### config.mk
export PLATFORM = sky130hd
export DESIGN_NAME = irq_accept_top
export DESIGN_NICKNAME = d
export VERILOG_FILES = /design/src/rtl/irq_accept_pkg.sv /design/src/rtl/irq_rst_sync.sv /design/src/rtl/irq_lvl_regs.sv /design/src/rtl/irq_ctrl_state.sv /design/src/rtl/irq_arbiter.sv /design/src/rtl/irq_accept_top.sv
export SDC_FILE = /design/constraint.sdc
export NUM_CORES = 1
export LEC_CHECK = 0
export ABC_CLOCK_PERIOD_IN_PS = 7100
export BUFFER_PORTS_ARGS = -buffer_cell sky130_fd_sc_hd__buf_4
export CAP_MARGIN = 20
export CORE_MARGIN = 2
export CORE_UTILIZATION = 35
export DETAILED_ROUTE_END_ITERATION = 16
export PLACE_DENSITY = 0.52
export SYNTH_ARGS = -nofsm -noshare
export SYNTH_HDL_FRONTEND = slang
export SYNTH_SLANG_ARGS = --single-unit
### constraint.sdc
create_clock -name clk -period 7.1 [get_ports clk]
set_input_delay 0.71 -clock clk [delete_from_list [all_inputs] [get_ports clk]]
set_output_delay 0.71 -clock clk [all_outputs]
set_load 0.05 [all_outputs]
### src/rtl/irq_accept_pkg.sv
package irq_accept_pkg;
  localparam int LVL_W = 2;
  typedef logic [LVL_W-1:0] irq_lvl_t;
  // Least urgent level: also the idle value of the current level
  localparam irq_lvl_t LVL_IDLE = '1;
endpackage

### src/rtl/irq_rst_sync.sv
module irq_rst_sync (
  input  logic clk,
  input  logic rst_n_in,
  output logic rst_n_out
);
  logic meta_q;
  logic sync_q;

  always_ff @(posedge clk or negedge rst_n_in) begin
    if (!rst_n_in) begin
      meta_q <= 1'b0;
      sync_q <= 1'b0;
    end else begin
      meta_q <= 1'b1;
      sync_q <= meta_q;
    end
  end

  assign rst_n_out = sync_q;
endmodule

### src/rtl/irq_lvl_regs.sv
module irq_lvl_regs
  import irq_accept_pkg::*;
#(
  parameter int NUM_SRC     = 16,
  parameter int SRC_PER_REG = 4,
  localparam int NUM_REGS   = NUM_SRC / SRC_PER_REG,
  localparam int SEL_W      = (NUM_REGS > 1) ? $clog2(NUM_REGS) : 1,
  localparam int REG_W      = SRC_PER_REG * LVL_W
) (
  input  logic                     clk,
  input  logic                     rst_n,
  input  logic                     cfg_we,
  input  logic [SEL_W-1:0]         cfg_sel,
  input  logic [REG_W-1:0]         cfg_wdata,
  output logic [NUM_SRC*LVL_W-1:0] src_lvl_flat
);
  for (genvar r = 0; r < NUM_REGS; r++) begin : g_reg
    logic [REG_W-1:0] reg_q;
    logic [REG_W-1:0] reg_d;
    logic             reg_en;

    always_comb begin
      reg_en = cfg_we && (cfg_sel == SEL_W'(r));
      reg_d  = cfg_wdata;
    end

    always_ff @(posedge clk or negedge rst_n) begin
      if (!rst_n) begin
        reg_q <= {SRC_PER_REG{LVL_IDLE}};
      end else if (reg_en) begin
        reg_q <= reg_d;
      end
    end

    assign src_lvl_flat[r*REG_W +: REG_W] = reg_q;
  end
endmodule

### src/rtl/irq_ctrl_state.sv
module irq_ctrl_state
  import irq_accept_pkg::*;
(
  input  logic     clk,
  input  logic     rst_n,
  input  logic     en_set,
  input  logic     en_clr,
  input  logic     lvl_we,
  input  irq_lvl_t lvl_wdata,
  input  logic     take,
  input  irq_lvl_t take_lvl,
  output logic     ie_q,
  output irq_lvl_t cur_lvl_q
);
  logic     ie_d;
  logic     ie_en;
  irq_lvl_t cur_lvl_d;
  logic     cur_lvl_en;

  always_comb begin
    ie_en = en_set || en_clr;
    ie_d  = !en_clr;
  end

  always_comb begin
    cur_lvl_en = take || lvl_we;
    if (take) begin
      cur_lvl_d = take_lvl;
    end else begin
      cur_lvl_d = lvl_wdata;
    end
  end

  always_ff @(posedge clk or negedge rst_n) begin
    if (!rst_n) begin
      ie_q <= 1'b0;
    end else if (ie_en) begin
      ie_q <= ie_d;
    end
  end

  always_ff @(posedge clk or negedge rst_n) begin
    if (!rst_n) begin
      cur_lvl_q <= LVL_IDLE;
    end else if (cur_lvl_en) begin
      cur_lvl_q <= cur_lvl_d;
    end
  end
endmodule

### src/rtl/irq_arbiter.sv
module irq_arbiter
  import irq_accept_pkg::*;
#(
  parameter int NUM_SRC  = 16,
  localparam int IDX_W   = (NUM_SRC > 1) ? $clog2(NUM_SRC) : 1
) (
  input  logic [NUM_SRC-1:0]       irq_req,
  input  logic [NUM_SRC*LVL_W-1:0] src_lvl_flat,
  input  logic                     ie,
  input  irq_lvl_t                 cur_lvl,
  output logic                     accept,
  output logic [IDX_W-1:0]         win_idx,
  output irq_lvl_t                 win_lvl
);
  logic [NUM_SRC-1:0] elig;

  for (genvar i = 0; i < NUM_SRC; i++) begin : g_elig
    assign elig[i] = ie && irq_req[i] &&
                     (src_lvl_flat[i*LVL_W +: LVL_W] < cur_lvl);
  end

  always_comb begin
    logic     found;
    irq_lvl_t best_lvl;
    logic [IDX_W-1:0] best_idx;
    found    = 1'b0;
    best_lvl = LVL_IDLE;
    best_idx = '0;
    for (int i = 0; i < NUM_SRC; i++) begin
      // strict compare keeps the lower index on a tie
      if (elig[i] && (!found || (src_lvl_flat[i*LVL_W +: LVL_W] < best_lvl))) begin
        found    = 1'b1;
        best_lvl = src_lvl_flat[i*LVL_W +: LVL_W];
        best_idx = IDX_W'(i);
      end
    end
    accept  = found;
    win_idx = best_idx;
    win_lvl = best_lvl;
  end
endmodule

### src/rtl/irq_accept_top.sv
module irq_accept_top
  import irq_accept_pkg::*;
#(
  parameter int NUM_SRC     = 16,
  parameter int SRC_PER_REG = 4,
  localparam int NUM_REGS   = NUM_SRC / SRC_PER_REG,
  localparam int SEL_W      = (NUM_REGS > 1) ? $clog2(NUM_REGS) : 1,
  localparam int REG_W      = SRC_PER_REG * LVL_W,
  localparam int IDX_W      = (NUM_SRC > 1) ? $clog2(NUM_SRC) : 1
) (
  input  logic               clk,
  input  logic               rst_n,
  input  logic [NUM_SRC-1:0] irq_req,
  input  logic               en_set,
  input  logic               en_clr,
  input  logic               cfg_we,
  input  logic [SEL_W-1:0]   cfg_sel,
  input  logic [REG_W-1:0]   cfg_wdata,
  input  logic               lvl_we,
  input  logic [LVL_W-1:0]   lvl_wdata,
  input  logic               ack,
  output logic               accept,
  output logic [IDX_W-1:0]   win_idx,
  output logic [LVL_W-1:0]   win_lvl
);
  logic                     rst_n_s;
  logic [NUM_SRC*LVL_W-1:0] src_lvl_flat;
  logic                     ie_q;
  irq_lvl_t                 cur_lvl_q;
  logic                     take;

  irq_rst_sync u_rst_sync (
    .clk       (clk),
    .rst_n_in  (rst_n),
    .rst_n_out (rst_n_s)
  );

  irq_lvl_regs #(
    .NUM_SRC     (NUM_SRC),
    .SRC_PER_REG (SRC_PER_REG)
  ) u_lvl_regs (
    .clk          (clk),
    .rst_n        (rst_n_s),
    .cfg_we       (cfg_we),
    .cfg_sel      (cfg_sel),
    .cfg_wdata    (cfg_wdata),
    .src_lvl_flat (src_lvl_flat)
  );

  assign take = ack && accept;

  irq_ctrl_state u_ctrl (
    .clk       (clk),
    .rst_n     (rst_n_s),
    .en_set    (en_set),
    .en_clr    (en_clr),
    .lvl_we    (lvl_we),
    .lvl_wdata (lvl_wdata),
    .take      (take),
    .take_lvl  (win_lvl),
    .ie_q      (ie_q),
    .cur_lvl_q (cur_lvl_q)
  );

  irq_arbiter #(
    .NUM_SRC (NUM_SRC)
  ) u_arb (
    .irq_req      (irq_req),
    .src_lvl_flat (src_lvl_flat),
    .ie           (ie_q),
    .cur_lvl      (cur_lvl_q),
    .accept       (accept),
    .win_idx      (win_idx),
    .win_lvl      (win_lvl)
  );
endmodule

==> results.sh, run 1 <==
export IMPL_async_flop_share_pct=100
export IMPL_fin_skew_ps=3.72
export IMPL_wl_met2_microns=4530
export IMPL_portBuffers=41
export IMPL_cts_path_max_buffers=2
export IMPL_ctsResizeCount=0
export IMPL_pin_count=42
export IMPL_ys_ff_latch=37
export IMPL_path_clk_slew_ps=80
export IMPL_endpoint_kind="primary output"
export IMPL_vias=3349
export IMPL_clkLatencyLatePin_ps=290
export IMPL_synth_seq_area_share_pct=27.5
export IMPL_drt_iter0_drc=175
export IMPL_numCtsBuffers=5
export IMPL_yosysWarnings=0
export IMPL_setup_viol=0
export IMPL_nets=501
export IMPL_hold_buffers=0
export IMPL_die_w_microns=104
export IMPL_grt_pass1_wl_microns=16400
export IMPL_cts_tree="built"
export IMPL_core_sq_mm=0.00977
export IMPL_cp_start_kind="register"
export IMPL_clkSinkCount=37
export IMPL_hold_violations=0
export IMPL_power_density_mw_per_mm2=371
export IMPL_routed_via_density=5.75
export IMPL_rsz0062_at_grt="false"
export IMPL_die_h_microns=104
export IMPL_synth_cell_types=79
export IMPL_drc=0
export IMPL_critPathArrivalTime_ps=5720
export IMPL_wl_microns=10000
export IMPL_wl_met1_microns=4960
export IMPL_ff2ff_setup_slack_ps=1660
export IMPL_fmax_mhz=156
export IMPL_cts_setup_buffers=0
export IMPL_cts_root_buf="clkbuf_8"
export IMPL_postLayoutCellArea_sq_mm=0.00413
export IMPL_fin_util_pct=42.2
export IMPL_status="complete, no violations"
export IMPL_reg2reg_from="u_ctrl.cur_lvl_q[1]"
export IMPL_avgSynthCellArea_sq_um=8.74
export IMPL_grt_pass1_vias=3212
export IMPL_globalRouteOverflowTotal=0
export IMPL_r2r_end="u_ctrl.cur_lvl_q[1]"
export IMPL_path_class="reg -> out"
export IMPL_tightest_slew_ps=721
export IMPL_grt_start_max_net_pins=36
export IMPL_synthCells=403
export IMPL_track_usage_pct=18.6
export IMPL_reg2regPathDepth=21
export IMPL_path_cells="inv_1 -> ha_1 -> nand3b_2 -> or4_1 -> a32oi_1 -> a21bo_2 -> a31oi_1 -> o221ai_1 -> and3_1 -> o211ai_2 -> a221o_2 -> nand3_1 -> a32o_1 -> ha_1 -> nor2_1 -> nor2_1 -> nor2_1 -> inv_1 -> o31ai_4 -> mux2i_1 -> buf_4"
export IMPL_synth_area_sq_mm=0.00352
export IMPL_dieArea_sq_mm=0.0109
export IMPL_drive_gt1_share_pct=30.7
export IMPL_antenna_found_initial=0
export IMPL_synth_edf_count=0
export IMPL_placed_area_sq_mm=0.00399
export IMPL_antenna_left=0
export IMPL_hp_class="in -> async"
export IMPL_drtPass1Iterations=5
export IMPL_worstPathMaxFanout=10
export IMPL_leakage_uw=0.00168
export IMPL_ir_drop_mv=0.204
export IMPL_cpPeakStageDelay_ps=520
export IMPL_syn_num_nets=456
export IMPL_final_setup_tns_ps=0
export IMPL_num_rows=36
export IMPL_globalplace_congestion=0.920
export IMPL_cap_viol_max_count=0
export IMPL_wl_per_cell_microns=17.2
export IMPL_diodes=0
export IMPL_routed_wl_met3_microns=361
export IMPL_ctsHtreeMaxLevel=2
export IMPL_area_growth_pct=17.2
export IMPL_startpoint="u_ctrl.cur_lvl_q[1]"
export IMPL_critPathRequiredTime_ps=6390
export IMPL_post_route_period_util_pct=90.5
export IMPL_cp_slowest_cell="dfstp_2"
export IMPL_start_util_pct=36.0
export IMPL_yosys_most_used_dff="dfstp_2"
export IMPL_slew_viol_final=0
export IMPL_topRoutingLayerUsed="met4"
export IMPL_slew_headroom_pct=51.7
export IMPL_fin_crit_ps=6430
export IMPL_worst_path_most_repeated_cell="nor2_1"
export IMPL_dp_hpwl_microns=7940
[state kept, by name, summed over array words and instances (netlist names)]
| register | flops |
|---|---|
| u_ctrl.ie_q | 1 |
| u_lvl_regs.g.reg_q | 32 |
| u_rst_sync.rst_n_out | 1 |
| u_ctrl.cur_lvl_q | 2 |
| u_rst_sync.meta_q | 1 |
[placed cells by master (no fill, tap or decap), types with 3 or more instances in the layout]
cell / synthesis / final
and3_1: 4 / 4
or4_1: 3 / 3
dfrtp_1: 3 / 3
nand3b_1: 7 / 7
a21o_1: 6 / 6
o21a_1: 4 / 4
clkbuf_8: 0 / 5
inv_1: 19 / 19
nand3_1: 9 / 9
nor2_1: 32 / 32
a21oi_1: 24 / 24
o31ai_1: 3 / 3
and2_1: 4 / 4
nand2b_1: 8 / 8
ha_1: 18 / 18
dfstp_2: 34 / 34
maj3_1: 3 / 3
a211o_1: 15 / 15
o21bai_1: 4 / 4
mux2_2: 29 / 29
or2b_1: 8 / 8
nor3_1: 7 / 7
o21ai_0: 25 / 25
or2_2: 3 / 3
o22ai_1: 4 / 4
nand2_1: 36 / 36
nor2b_1: 4 / 4
nand4b_1: 5 / 5
buf_4: 2 / 45
a211oi_1: 13 / 13
a31oi_1: 5 / 5
[synthesized netlist by cell type, types with 2 or more instances]
library cell	number	share of area, %
or4_4	2	0.64
nand2b_1	8	1.4
inv_1	19	2.0
o31ai_1	3	0.64
maj3_1	3	0.85
a221oi_1	2	0.50
o22ai_1	4	0.71
o21a_1	4	0.85
o21bai_1	4	0.85
a22oi_1	2	0.43
nor3_1	7	0.99
o32a_1	2	0.57
nor2_1	32	3.4
a21bo_2	2	0.57
or2_2	3	0.53
dfrtp_1	3	2.1
nand3_1	9	1.3
or4_1	3	0.64
a31oi_1	5	0.89
dfstp_2	34	25
or2b_1	8	1.7
nand4b_1	5	1.2
a21oi_1	24	3.4
mux2_2	29	9.3
nand2_1	36	3.8
buf_2	3	0.43
o21ai_0	25	3.6
nor2b_1	4	0.71
a21o_1	6	1.3
or3_1	2	0.36
nor4b_1	2	0.50
buf_4	2	0.43
and2_1	4	0.71
nor4_1	2	0.36
a32oi_1	2	0.50
a211oi_1	13	2.8
nand4_1	2	0.36
a211o_1	15	3.7
o211ai_1	2	0.43
ha_1	18	6.4
nand3b_1	7	1.5
and3_1	4	0.71
[metrics by stage]
stage	instances	worst slack, ps	total power, uW	hold WS [ps]
after floorplan	403	1200	1050	331
after global placement	574	1030	1290	292
after detailed placement	574	1060	1300	299
after CTS	582	691	1530	171
after global routing	582	334	1650	156
final	582	672	1530	180
[worst max path at each step]
stage	to	slack, ps	cells past startpoint
after floorplan	win_lvl[1]	1200	19
after global placement	win_lvl[1]	1030	21
after detailed placement	win_lvl[1]	1060	21
after CTS	win_lvl[1]	690	21
after global routing	win_idx[1]	330	22
final	win_lvl[1]	670	21
[cell type report]
| class | count | area, sq um |
|---|---|---|
| inverter | 19 | 71.3 |
| clock buffer | 5 | 68.8 |
| sequential | 37 | 968 |
| fill | 1017 | 5650 |
| timing repair buffer | 45 | 338 |
| tap | 133 | 166 |
| clock inverter | 3 | 68.8 |
| multi-input combinational | 340 | 2450 |
[layer usage]
metal | GRT usage, % | up-vias
li1 | - | 1640
met1 | 26.7 | 1612
met2 | 29.4 | 83
met3 | 2.19 | 14
met4 | 4.73 | 0
met5 | 0 | -
[worst max-delay path: cells and delay by family, from the launching register on]
family | cells | cell delay [ps]
buffers and inverters | 3 | 510
muxes | 1 | 290
adders and majority gates | 2 | 530
and+or+nand+nor | 7 | 1370
AOI/OAI and AO/OA | 8 | 2190
DFF | 1 | 520
[kinds of logic after synthesis]
family                     Yosys count  share of synthesized area [%]
and+or+nand+nor                    149                           23.4
AOI/OAI and AO/OA                  138                           28.7
DFF                                 37                           27.5
muxes                               31                           9.98
buffers and inverters               26                           3.09
adders and majority gates           21                           7.24
other                                1                          0.106
[where the power goes]
part           internal (uW)  total, uW  switching [uW]
sequential               284        360            75.7
combinational            373        950             577
clock                    141        222            80.3
total                    798       1530             733
(Power assumes the default switching activity.)
==> run 2: changes to the inputs <==
Settings changed: CORE_UTILIZATION 35 to 47, CTS_CLUSTER_SIZE set to 30, PLACE_DENSITY 0.52 to 0.66.
==> run 2 against run 1 <==
Core utilization up 14 points. Critical path type unchanged. Total power down 3.9%. Clock-buffer cell count up 2. Largest cell class unchanged.
==> results.sh, run 2 (same netlist as run 1, synthesis figures left out) <==
export IMPL_post_route_period_util_pct=89.4
export IMPL_ir_drop_mv=0.248
export IMPL_portBuffers=41
export IMPL_largest_register="u_lvl_regs.g.reg_q"
export IMPL_cts_root_buf="clkbuf_8"
export IMPL_leakage_uw=0.00167
export IMPL_hp_class="in -> async"
export IMPL_rsz0062_at_grt="false"
export IMPL_dieArea_sq_mm=0.00820
export IMPL_final_setup_tns_ps=0
export IMPL_critPathArrivalTime_ps=5640
export IMPL_clkSinkCount=37
export IMPL_grt_start_max_net_pins=36
export IMPL_hold_buffers=0
export IMPL_antenna_found_initial=0
export IMPL_tightest_slew_ps=735
export IMPL_wl_per_cell_microns=17.3
export IMPL_slew_headroom_pct=51.0
export IMPL_vias=3384
export IMPL_p_int_uw=746
export IMPL_grt_pass1_wl_microns=15300
export IMPL_wl_microns=9500
export IMPL_reg_top3="u_lvl_regs.g.reg_q (32), u_ctrl.cur_lvl_q (2)"
export IMPL_path_class="reg -> out"
export IMPL_ctsHtreeMaxLevel=2
export IMPL_num_rows=31
export IMPL_slew_viol_final=0
export IMPL_power_uw=1470
export IMPL_cap_viol_max_count=0
export IMPL_numCtsBuffers=5
export IMPL_postLayoutCellArea_sq_mm=0.00405
export IMPL_worst_path_most_repeated_cell="nor2_1"
export IMPL_largest_reg_flops=32
export IMPL_cts_path_max_buffers=2
export IMPL_endpoint_kind="primary output"
export IMPL_p_switching_uw=725
export IMPL_path_clk_slew_ps=70
export IMPL_start_util_pct=48.6
export IMPL_area_growth_pct=15.0
export IMPL_status="complete, no violations"
export IMPL_power_density_mw_per_mm2=363
export IMPL_cts_tree="built"
export IMPL_pin_count=42
export IMPL_cp_slowest_cell="a222oi_1"
export IMPL_seqPwrFrac_pct=24.3
export IMPL_track_usage_pct=23.0
export IMPL_drive_gt1_share_pct=30.7
export IMPL_dp_hpwl_microns=7360
export IMPL_drtPass1Iterations=5
export IMPL_drc=0
export IMPL_globalRouteOverflowTotal=0
export IMPL_fin_util_pct=55.9
export IMPL_p_comb_share_pct=64.5
export IMPL_routed_via_density=6.18
export IMPL_critPathRequiredTime_ps=6390
export IMPL_ctsResizeCount=0
export IMPL_fmax_mhz=158
export IMPL_swShare_pct=49.3
export IMPL_setup_viol=0
export IMPL_hold_violations=0
export IMPL_fin_crit_ps=6350
export IMPL_clock_power_share_pct=11.2
export IMPL_clkLatencyLatePin_ps=290
export IMPL_whs_ps=181
export IMPL_nets=501
export IMPL_die_h_microns=90.6
export IMPL_diodes=0
export IMPL_cp_start_kind="register"
export IMPL_placed_area_sq_mm=0.00395
export IMPL_antenna_left=0
export IMPL_drt_iter0_drc=182
export IMPL_layout_commonest_cell="buf_4"
export IMPL_globalplace_congestion=0.885
export IMPL_worstPathMaxFanout=10
export IMPL_cpPeakStageDelay_ps=530
export IMPL_cts_setup_buffers=0
export IMPL_core_sq_mm=0.00725
export IMPL_fin_skew_ps=3.35
export IMPL_final_cell_mix="buf_4, nand2_1, dfstp_2"
export IMPL_path_cells="inv_1 -> ha_1 -> nand3b_2 -> a211oi_1 -> a32oi_1 -> a222oi_1 -> a31oi_1 -> o221ai_1 -> and3_1 -> o211ai_2 -> a221o_2 -> a41o_1 -> a32o_1 -> ha_1 -> nor2_1 -> nor2_1 -> nor2_1 -> inv_1 -> o31ai_4 -> nor2_1 -> nand3_1 -> buf_4"
export IMPL_grt_pass1_vias=3156
export IMPL_die_w_microns=90.6
[run 2: cell types whose count changed in the layout (fill, tap and decap cells not counted), sizes merged]
| cell | previous run | this run |
|---|---|---|
| bufinv | 2 | 0 |
| clkbuf | 5 | 7 |
[run 2: final timing paths]
check | from | to | slack [ps] | cells past startpoint
worst min register to register | u_rst_sync.rst_n_out | u_ctrl.ie_q | 280 | 1
worst max register to register | u_ctrl.cur_lvl_q[1] | u_ctrl.cur_lvl_q[1] | 1750 | 21
max in group asynchronous | u_rst_sync.rst_n_out | u_lvl_regs.g_reg[1].reg_q[2] | 6480 | 1
worst max-delay path | u_ctrl.cur_lvl_q[1] | win_idx[2] | 750 | 22
worst min-delay path | rst_n | u_rst_sync.rst_n_out | 180 | 1
min in group clk | u_rst_sync.meta_q | u_rst_sync.rst_n_out | 350 | 0
[run 2: critical path: cells and delay by family, from the launching register on]
family | cells | cell delay [ps]
AND/OR/NAND/NOR | 7 | 1050
flip-flops | 1 | 520
adder cells (fa/ha/maj) | 2 | 530
buffers and inverters | 3 | 490
AO/OA/AOI/OAI | 10 | 2740
[run 2: power by group through the flow]
stage               Combinational [uW]  Clock, uW  Sequential [uW]
global route                      1040        177              364
finish                             949        165              358
global placement                   919          0              357
floorplan                          732          0              321
CTS                                941        170              355
detailed placement                 936          0              358
[run 2: routing by layer]
layer	up-vias	wire length, microns	global-route usage, %
met5	-	0	0
met4	0	91	5.26
met3	10	452	2.67
met2	99	4360	38.7
met1	1629	4590	31.7
li1	1646	-	-
[run 2: through the flow]
stage	std cells	setup slack, ps
floorplan	403	1200
global placement	540	1170
detailed placement	540	1140
CTS	548	795
global route	548	284
finish	548	751
[run 2: layout make-up]
cell class              instances  area [sq um]
clock buffers                   7          96.3
repair buffers                 45           338
flip-flops and latches         37           968
multi-input cells             340          2450
inverters                      19          71.3
fillers                       687          3200
clock inverters                 1          8.76
well taps                      99           124
